### config.mk
export PLATFORM = sky130hd
export DESIGN_NAME = spad_front
export DESIGN_NICKNAME = d
export VERILOG_FILES = /design/src/rtl/spad_pkg.sv /design/src/rtl/spad_crc.sv /design/src/rtl/spad_store.sv /design/src/rtl/spad_flags.sv /design/src/rtl/spad_front.sv
export SDC_FILE = /design/constraint.sdc
export NUM_CORES = 1
export LEC_CHECK = 0
export ABC_AREA = 0
export BUFFER_PORTS_ARGS = -buffer_cell sky130_fd_sc_hd__buf_2
export CAP_MARGIN = 20
export CORE_AREA = 2 2 100 102
export DETAILED_ROUTE_END_ITERATION = 12
export DIE_AREA = 0 0 102 104
export PLACE_DENSITY = 0.82
export SETUP_SLACK_MARGIN = 0.05
export SLEW_MARGIN = 10
export SYNTH_ARGS = -nofsm -noshare
export SYNTH_HDL_FRONTEND = slang
export SYNTH_HIERARCHICAL = 1
export SYNTH_SLANG_ARGS = --single-unit
### constraint.sdc
create_clock -name clk -period 6.19 [get_ports clk]
set_input_delay 0.9285 -clock clk [delete_from_list [all_inputs] [get_ports clk]]
set_output_delay 0.9285 -clock clk [all_outputs]
set_load 0.005 [all_outputs]
### src/rtl/spad_pkg.sv
package spad_pkg;

    localparam logic [7:0]  CMD_WRITE    = 8'h0F;
    localparam logic [7:0]  CMD_READ     = 8'hAA;
    localparam logic [15:0] CRC_POLY_REF = 16'hA001;  // x^16+x^15+x^2+1, reflected

    typedef enum logic [2:0] {
        ST_CMD,
        ST_ADDR,
        ST_DATA,
        ST_WCRC,
        ST_RDOUT,
        ST_HALT
    } spad_st_e;

    typedef struct packed {
        logic aa;   // copy accepted
        logic pf;   // partial / invalid contents
    } spad_flags_t;

    // One byte through the CRC, least significant bit first
    function automatic logic [15:0] crc16_upd(input logic [15:0] crc_in, input logic [7:0] d);
        logic [15:0] c;
        logic        fb;
        c = crc_in;
        for (int i = 0; i < 8; i++) begin
            fb = c[0] ^ d[i];
            c  = c >> 1;
            if (fb) c = c ^ CRC_POLY_REF;
        end
        return c;
    endfunction

    // Status byte: unused positions and ending offset read as ones
    function automatic logic [7:0] status_pack(input spad_flags_t f);
        return {f.aa, 1'b1, f.pf, 5'b11111};
    endfunction

endpackage

### src/rtl/spad_crc.sv
module spad_crc (
    input  logic        clk,
    input  logic        rst,
    input  logic        seed,
    input  logic        upd,
    input  logic [7:0]  din,
    output logic [15:0] crc
);
    import spad_pkg::*;

    always_ff @(posedge clk) begin
        if (rst)       crc <= '0;
        else if (seed) crc <= crc16_upd(16'h0000, din);
        else if (upd)  crc <= crc16_upd(crc, din);
    end
endmodule

### src/rtl/spad_store.sv
module spad_store #(
    parameter int NBYTES = 8,
    localparam int IDXW  = $clog2(NBYTES)
) (
    input  logic            clk,
    input  logic            rst,
    input  logic            ta_lo_we,
    input  logic            ta_hi_we,
    input  logic            d_we,
    input  logic [IDXW-1:0] d_idx,
    input  logic [7:0]      din,
    input  logic [IDXW-1:0] rd_idx,
    output logic [15:0]     ta,
    output logic [7:0]      rd_byte
);
    logic [7:0] slot [NBYTES];

    always_ff @(posedge clk) begin
        if (rst) begin
            ta <= '0;
        end else begin
            if (ta_lo_we) ta[7:0]  <= {din[7:3], 3'b000};
            if (ta_hi_we) ta[15:8] <= din;
        end
    end

    for (genvar g = 0; g < NBYTES; g++) begin : g_slot
        always_ff @(posedge clk) begin
            if (rst)                                   slot[g] <= '0;
            else if (d_we && d_idx == IDXW'(g))        slot[g] <= din;
        end
    end

    assign rd_byte = slot[rd_idx];
endmodule

### src/rtl/spad_flags.sv
module spad_flags (
    input  logic                  clk,
    input  logic                  rst,
    input  logic                  wr_begin,
    input  logic                  wr_full,
    input  logic                  partial_end,
    input  logic                  copy_done,
    output spad_pkg::spad_flags_t flags
);
    always_ff @(posedge clk) begin
        if (rst) begin
            flags.pf <= 1'b1;
            flags.aa <= 1'b0;
        end else begin
            if (wr_begin || partial_end) flags.pf <= 1'b1;
            else if (wr_full)            flags.pf <= 1'b0;

            if (wr_begin)       flags.aa <= 1'b0;
            else if (copy_done) flags.aa <= 1'b1;
        end
    end
endmodule

### src/rtl/spad_front.sv
module spad_front #(
    parameter int NBYTES = 8
) (
    input  logic       clk,
    input  logic       rst,
    input  logic       in_valid,
    input  logic [7:0] in_data,
    output logic       in_ready,
    output logic       out_valid,
    output logic [7:0] out_data,
    input  logic       out_ready,
    input  logic       txn_end,
    input  logic [2:0] txn_resid,
    input  logic       copy_done
);
    import spad_pkg::*;

    localparam int IDXW    = $clog2(NBYTES);
    localparam int RD_BODY = NBYTES + 3;
    localparam int CW      = $clog2(RD_BODY + 3);
    localparam logic [CW-1:0] LAST_DATA = CW'(NBYTES - 1);
    localparam logic [CW-1:0] RD_CRC_LO = CW'(RD_BODY);
    localparam logic [CW-1:0] RD_CRC_HI = CW'(RD_BODY + 1);

    spad_st_e      st_q, st_d;
    logic [CW-1:0] cnt_q, cnt_d;
    logic          in_write_q;
    spad_flags_t   flags;
    logic [15:0]   crc;
    logic [15:0]   ta;
    logic [7:0]    slot_byte;
    logic [IDXW-1:0] rd_idx;

    logic in_fire, out_fire;
    logic crc_seed, crc_upd;
    logic [7:0] crc_din;
    logic ta_lo_we, ta_hi_we, d_we;
    logic wr_begin, wr_full, partial_end;

    assign in_ready  = (st_q == ST_CMD) || (st_q == ST_ADDR) ||
                       (st_q == ST_DATA) || (st_q == ST_HALT);
    assign out_valid = (st_q == ST_WCRC) || (st_q == ST_RDOUT);
    assign in_fire   = in_valid  && in_ready  && !txn_end;
    assign out_fire  = out_valid && out_ready && !txn_end;

    assign rd_idx = IDXW'(cnt_q - CW'(3));

    // Response byte selection
    always_comb begin
        out_data = 8'h00;
        if (st_q == ST_WCRC) begin
            out_data = (cnt_q == '0) ? ~crc[7:0] : ~crc[15:8];
        end else if (st_q == ST_RDOUT) begin
            if (cnt_q == CW'(0))          out_data = ta[7:0];
            else if (cnt_q == CW'(1))     out_data = ta[15:8];
            else if (cnt_q == CW'(2))     out_data = status_pack(flags);
            else if (cnt_q < RD_CRC_LO)   out_data = slot_byte;
            else if (cnt_q == RD_CRC_LO)  out_data = ~crc[7:0];
            else                          out_data = ~crc[15:8];
        end
    end

    // Sequencer
    always_comb begin
        st_d     = st_q;
        cnt_d    = cnt_q;
        crc_seed = 1'b0;
        crc_upd  = 1'b0;
        crc_din  = in_data;
        ta_lo_we = 1'b0;
        ta_hi_we = 1'b0;
        d_we     = 1'b0;
        wr_begin = 1'b0;
        wr_full  = 1'b0;
        unique case (st_q)
            ST_CMD: if (in_fire) begin
                crc_seed = 1'b1;
                cnt_d    = '0;
                if (in_data == CMD_WRITE) begin
                    st_d     = ST_ADDR;
                    wr_begin = 1'b1;
                end else if (in_data == CMD_READ) begin
                    st_d = ST_RDOUT;
                end else begin
                    st_d = ST_HALT;
                end
            end
            ST_ADDR: if (in_fire) begin
                crc_upd = 1'b1;
                if (cnt_q == '0) begin
                    ta_lo_we = 1'b1;
                    cnt_d    = CW'(1);
                end else begin
                    ta_hi_we = 1'b1;
                    cnt_d    = '0;
                    st_d     = ST_DATA;
                end
            end
            ST_DATA: if (in_fire) begin
                crc_upd = 1'b1;
                d_we    = 1'b1;
                cnt_d   = cnt_q + CW'(1);
                if (cnt_q == LAST_DATA) begin
                    wr_full = 1'b1;
                    cnt_d   = '0;
                    st_d    = ST_WCRC;
                end
            end
            ST_WCRC: if (out_fire) begin
                cnt_d = cnt_q + CW'(1);
                if (cnt_q != '0) st_d = ST_HALT;
            end
            ST_RDOUT: if (out_fire) begin
                crc_din = out_data;
                crc_upd = (cnt_q < RD_CRC_LO);
                cnt_d   = cnt_q + CW'(1);
                if (cnt_q == RD_CRC_HI) st_d = ST_HALT;
            end
            ST_HALT: ;
            default: st_d = ST_HALT;
        endcase
        if (txn_end) begin
            st_d  = ST_CMD;
            cnt_d = '0;
        end
    end

    assign partial_end = txn_end && in_write_q && (txn_resid != 3'd0);

    always_ff @(posedge clk) begin
        if (rst) begin
            st_q       <= ST_CMD;
            cnt_q      <= '0;
            in_write_q <= 1'b0;
        end else begin
            st_q  <= st_d;
            cnt_q <= cnt_d;
            if (txn_end)       in_write_q <= 1'b0;
            else if (wr_begin) in_write_q <= 1'b1;
        end
    end

    spad_crc i_crc (
        .clk  (clk),
        .rst  (rst),
        .seed (crc_seed),
        .upd  (crc_upd),
        .din  (crc_din),
        .crc  (crc)
    );

    spad_store #(.NBYTES(NBYTES)) i_store (
        .clk      (clk),
        .rst      (rst),
        .ta_lo_we (ta_lo_we),
        .ta_hi_we (ta_hi_we),
        .d_we     (d_we),
        .d_idx    (cnt_q[IDXW-1:0]),
        .din      (in_data),
        .rd_idx   (rd_idx),
        .ta       (ta),
        .rd_byte  (slot_byte)
    );

    spad_flags i_flags (
        .clk         (clk),
        .rst         (rst),
        .wr_begin    (wr_begin),
        .wr_full     (wr_full),
        .partial_end (partial_end),
        .copy_done   (copy_done),
        .flags       (flags)
    );
endmodule

-- Word-level counts from Yosys, hierarchy flattened
Memory sizes are Yosys's and may differ from the RTL's.
Cells that the tools add are included.
W data, S select, Z words.
- $add $sub $neg: 2
- multipliers: 0
- divide/modulo/power cells: 0
- $lt $le $gt $ge: 1
- equal/unequal tests: 29
- shift operators: 0
- mux-type cells: 133
- bitwise operators: 41
- reductions and logical operators: 34
- operator list (kind ; count):
    $mux W16 ; 53
    $mux W8 ; 18
    $not A2 Y3 ; 15
    $mux W1 ; 44
    $mux W3 ; 10
    $mux W4 ; 5
    $eq A3 B3 Y1 const B ; 6
    $pmux W3 S6 ; 1
    $not A8 Y8 ; 2
    $pmux W4 S4 ; 1
    $xor A1 B1 Y1 ; 15
    $logic_and A1 B1 Y1 ; 14
    $eq A3 B2 Y1 const B ; 4
    $ne A2 B2 Y1 const B ; 6
    $reduce_and A10 Y1 ; 1
    $reduce_or A2 Y1 ; 5
    $eq A4 B4 Y1 const B ; 2
    $eq A8 B4 Y1 const B ; 1
    $eq A8 B8 Y1 const B ; 1
    $ne A2 B1 Y1 const B ; 4
    $or A1 B1 Y1 ; 8
    $reduce_bool A4 Y1 ; 2
    $eq A3 B1 Y1 const B ; 2
    $logic_not A3 Y1 ; 2
    other kinds (14) ; 18
- bits in registers: 39
- bits in latches: 0
- memory bits (writable): 64
- bits in read-only memories: 0
- input port bits: 17
- output and inout port bits: 10
- logic and storage cells: 249
- memories: 1
- memories (memory ; depth ; width ; rd ports ; clocked after memory_dff ; write ports ; RTL line ; text):
    i_store.slot ; 8 ; 8 ; 1 ; 0 ; 8 ; spad_store.sv:16 ; logic [7:0] slot [NBYTES];

-- Logic depth before layout (Yosys ltp)
- depth in word-level cells: 49
- mapped depth: 17
- depth with buffers taken out: 14

-- By module
The synthesis kept the hierarchy.
- by module, submodules not included (module ; instances ; cells each ; area an instance (µm²) ; seq. area each (µm²)):
    spad_store ; 1 ; 242 ; 3468.3 ; 2182.1
    spad_front ; 1 ; 213 ; 1442.6 ; 160.2
    spad_crc ; 1 ; 122 ; 1051.0 ; 320.3
    spad_flags ; 1 ; 6 ; 62.6 ; 40.0

-- Worst setup path before layout
No wires, ideal clock.
- path type: register -> register
- start: reg cnt_q[2]
- end: reg i_crc.crc[14]
- setup time: 0.074 ns
- arrival time: 4.147 ns
- required time: 6.116 ns
- slack: 1.969 ns
- stages on the path, launching flop included: 18
- path buffers: 4
- period minus slack after synthesis: 4.221 ns
- cells stage by stage: dfxtp_1 > buf_2 > buf_1 > xnor2_1 > clkbuf_1 > buf_2 > mux4_1 > mux2_2 > nand2b_1 > a21oi_1 > a2111oi_0 > a221o_1 > o21ai_1 > xor2_1 > xnor2_1 > xnor2_2 > or4_1 > a31oi_1
- elaborated cells between the ends (all ways): 86
- classes of those cells: add/sub (1); order compare (1); eq/ne (3); mux (65); bitwise (13); reduce/logical (2); memory (1)
- RTL lines (element ; RTL line ; text):
    from (decl) ; spad_front.sv:26 ; logic [CW-1:0] cnt_q, cnt_d;
    from (signal assigned) ; spad_front.sv:137 ; cnt_q <= cnt_d;
    $sub A3 B2 Y3 * ; spad_front.sv:46 ; assign rd_idx = IDXW'(cnt_q - CW'(3));
    net rd_idx[2] ; spad_front.sv:32 ; logic [IDXW-1:0] rd_idx;
    $mem_v2 Z8 W8 * ; - ;
    net slot_byte[5] ; spad_front.sv:31 ; logic [7:0] slot_byte;
    $mux W8 * ; spad_front.sv:57 ; else if (cnt_q < RD_CRC_LO) out_data = slot_byte;
    $mux W8 * ; spad_front.sv:56 ; else if (cnt_q == CW'(2)) out_data = status_pack(flags);
    $mux W8 * ; spad_front.sv:55 ; else if (cnt_q == CW'(1)) out_data = ta[15:8];
    $mux W8 * ; spad_front.sv:54 ; if (cnt_q == CW'(0)) out_data = ta[7:0];
    [... 4 more ...] ; - ;
    net crc_din[5] ; spad_front.sv:36 ; logic [7:0] crc_din;
    [... 5 more ...] ; - ;
    $xor A1 B1 Y1 ; spad_pkg.sv:27 ; fb = c[0] ^ d[i];
    $mux W16 ; spad_pkg.sv:29 ; if (fb) c = c ^ CRC_POLY_REF;
    $mux W16 ; spad_crc.sv:14 ; else if (upd) crc <= crc16_upd(crc, din);
    $mux W16 ; spad_crc.sv:13 ; else if (seed) crc <= crc16_upd(16'h0000, din);
    $mux W16 ; spad_crc.sv:12 ; if (rst) crc <= '0;
    $mux W16 ; spad_pkg.sv:29 ;
    $mux W16 ; spad_crc.sv:14 ;
    $mux W16 * ; spad_crc.sv:13 ;
    to (signal assigned) ; spad_crc.sv:13 ;
    to (signal assigned) ; spad_crc.sv:14 ;
    to (decl) ; spad_crc.sv:7 ; output logic [15:0] crc
Mark *: on every way through the listed nets, which the timed path passes. The rest lies on a longest branch. The select of a mux whose other input is x is not followed.
A chain may end at the register's enable or synchronous reset.

-- Worst setup path in the final report
- start: reg cnt_q[0]
- end: reg i_crc.crc[14]
Same word-level chain as after synthesis.

==> qor.txt <==
startpoint types: flop
Max-Cap Viols: 0
worst vdd ir: 0.177 mV
Crit-path slowest cell: ha_1
Sink Count: 103
First-pass DRT Iterations: 5
clock power share: 30.4%
vias in the first global route: 4,527
FP Rows: 36
Final Hold Fails: 0
Final setup viols: 0
Avg Vias per Cell: 6.58
Hold Path Class: reg2reg
die height: 104 um
critical path type: reg2reg
worst slew pin tran: 1000 ps
ys flop type: edfxtp_1
Critical Path Max Stage Delay: 700 ps
warnings from Yosys: 6
detailed-placement wirelength estimate: 10,100 um
Sw Pwr: 372 uW
Ant. Diodes: 0
Layout area overhead: 5.50%
Post-CTS Setup Inserts: 0
Distinct cells, synth: 72
clock root cell: clkbuf_8
final worst slack: 1560 ps
RSZ-0062 raised after global routing: false
Synth Cell Area: 6020 um^2
Power Dens Cells: 213 nW/um^2
Max Clock Skew: 11.3 ps
Die ar.: 10,600 um^2
post-synth top area cell: edfxtp_1
Post-synth EDFFs: 64
Starting Density: 63.1%
Layout Cells excl Fill: 720
#FFs+latches synth: 103
TritonCTS clock tree: built
Top-Level Pins: 27
Synth area leaders: edfxtp_1 (32%), dfxtp_1 (13%), mux4_1 (6.5%)
crit-path cells: inv_1 > ha_1 > mux2_2 > nand2b_1 > a21oi_1 > a2111oi_0 > a221o_1 > o21ai_1 > xor2_1 > xnor2_1 > xnor2_2 > or4_1 > a31oi_1
CTS Buf Count: 9
CTS H-tree depth: 3
clk slew on worst S/H paths: 110 ps
global-route wire length before repair: 23,400 um
Resize count post-CTS: 0
Buf+Inv Stages, Crit Path: 1
logic gate share of total power: 13.1%
total grt overflow: 0
Final Critical Period: 4630 ps
Clock Tree Buf Depth: 2
final-layout fill cell count: 749
PortBufs: 26
top cell type's share of synthesized area: 31.9%
largest net degree at the start of global routing: 41
post-synthesis sequential area ratio: 44.9%
max_slew headroom: 32.9%
vias: 4,735
proportion of layout cells with a drive suffix above 1: 15.0%
top-count cell post-synth: nor3_1
GR Util All Layers: 28.6%
Placed Instances: 703
delay-heaviest family, CP: compound AO/OA/AOI/OAI gates
worst path required time: 6480 ps
status: finished clean
clock latency on the worst-skew pair: 370 ps
number of DRC markers in iteration 0: 321
wirelength, routed: 14,900 um
Fmax: 0.216 GHz
crit path max fanout: 19
top post-synthesis cells by count: nor3_1 (75), edfxtp_1 (64), nor2_1 (53), dfxtp_1 (39), nand2_1 (36)
Synth Area per Inst: 10.3 um^2
wire per inst: 20.7 um
DP Worst Slack: 1650 ps
Sequential Power Share: 56.6%
Leakage Power: 2.29 nW
number of nets in the layout: 603
TNS Setup: 0 ps
Critical Path AT: 4920 ps
DRC errors left: 0
Internal Power: 982 uW
worst reg2reg setup slack: 1560 ps
Synth Instances: 583
initial antenna violation count: 0
ys async rst share: 0%
antenna-violating nets left: 0
Switching Share: 27.5%
Die Span X: 102 um
Routability Congestion: 0.998
period utilization: 74.8%
hold buffers post-CTS: 0
critical path endpoint category: flop
core area: 9550 um^2
Slew Viols, Final: 0
## kinds of logic after synthesis
logic type                 share of synthesized area [%]
DFF                                                 44.9
AOI/OAI and AO/OA                                   12.9
buffers and inverters                               4.82
xor gates and xnor gates                            5.23
other                                             0.0622
muxes                                               12.9
and+or+nand+nor                                     18.4
adders and majority gates                          0.831
## worst reg2reg max path, delay by kind of cell (launching register included)
kind                       cells  cell delay [ps]
AOI/OAI and AO/OA              5             1060
xor gates and xnor gates       3              870
adders and majority gates      1              700
and+or+nand+nor                2              570
DFF                            1              500
buffers and inverters          1              450
muxes                          1              410
## worst paths after layout
check | cells after the start | start | to
hold / removal | 1 | in_write_q$_SDFFE_PP0P_ | in_write_q$_SDFFE_PP0P_
setup / recovery | 13 | cnt_q[0]$_SDFFE_PP0P_ | i_crc/crc[14]$_SDFFE_PP0P_
hold reg to reg | 1 | in_write_q$_SDFFE_PP0P_ | in_write_q$_SDFFE_PP0P_
setup reg to reg | 13 | cnt_q[0]$_SDFFE_PP0P_ | i_crc/crc[14]$_SDFFE_PP0P_
## power by group through the flow
stage	clock network [mW]	logic, mW	registers (mW)
2_1_floorplan	0	0.135	0.772
3_3_place_gp	0	0.168	0.779
3_5_place_dp	0	0.173	0.781
4_1_cts	0.416	0.174	0.765
5_1_grt	0.444	0.190	0.768
6_report	0.411	0.177	0.766
## cell type report
type	count	area [um^2]	area share (%)
multi-input combinational	418	3050	48.0
sequential	103	2700	42.5
timing repair buffer	31	175	2.76
tap	133	166	2.62
clock buffer	10	128	2.01
inverter	19	71.3	1.12
clock inverter	6	60.1	0.945
## cell usage in the layout (no fill, tap or decap), types with 3 or more instances in the layout
cell	instances
nor3_1	75
edfxtp_1	64
nor2_1	53
dfxtp_1	39
nand2_1	36
a21oi_1	28
buf_2	26
o22ai_1	23
mux2i_1	18
mux2_2	16
xnor2_1	15
mux4_1	15
inv_1	10
o21ai_0	10
o21bai_1	9
clkbuf_8	9
nand2b_1	8
o21ai_1	8
clkinv_1	8
xor2_1	7
o221a_2	6
nand3b_1	5
nor2b_1	5
ha_1	4
xnor3_1	4
and3_1	4
buf_4	4
nand3_1	3
nor4_1	3
o21a_1	3
nor3b_1	3
or2_2	3
or3b_2	3
a22oi_1	3
inv_8	3
o22a_1	3
conb_1	3
## per-layer routing
metal,vias to the layer above,routed length [um],global-route usage [%]
met5,-,0,0
met4,0,434,13.1
met3,40,1090,3.76
met2,261,7260,45.2
met1,2260,6110,39.2
li1,2174,-,-
## flip-flops by register name, summed over array words and instances (netlist names)
name / flops
cnt_q: 4
i_store/slot: 64
i_store/ta: 13
st_q: 3
in_write_q: 1
i_crc/crc: 16
i_flags/flags: 2
## metrics by stage
step	hold WS (ps)	instance area (um^2)	utilization (%)	total power, mW
5_1_grt	531	6360	66.6	1.40
6_report	493	6360	66.6	1.35
2_1_floorplan	441	6030	-	0.907
4_1_cts	495	6340	66.4	1.36
3_5_place_dp	463	6150	64.4	0.954
3_3_place_gp	451	6150	64.4	0.947
(Power assumes the default switching activity.)
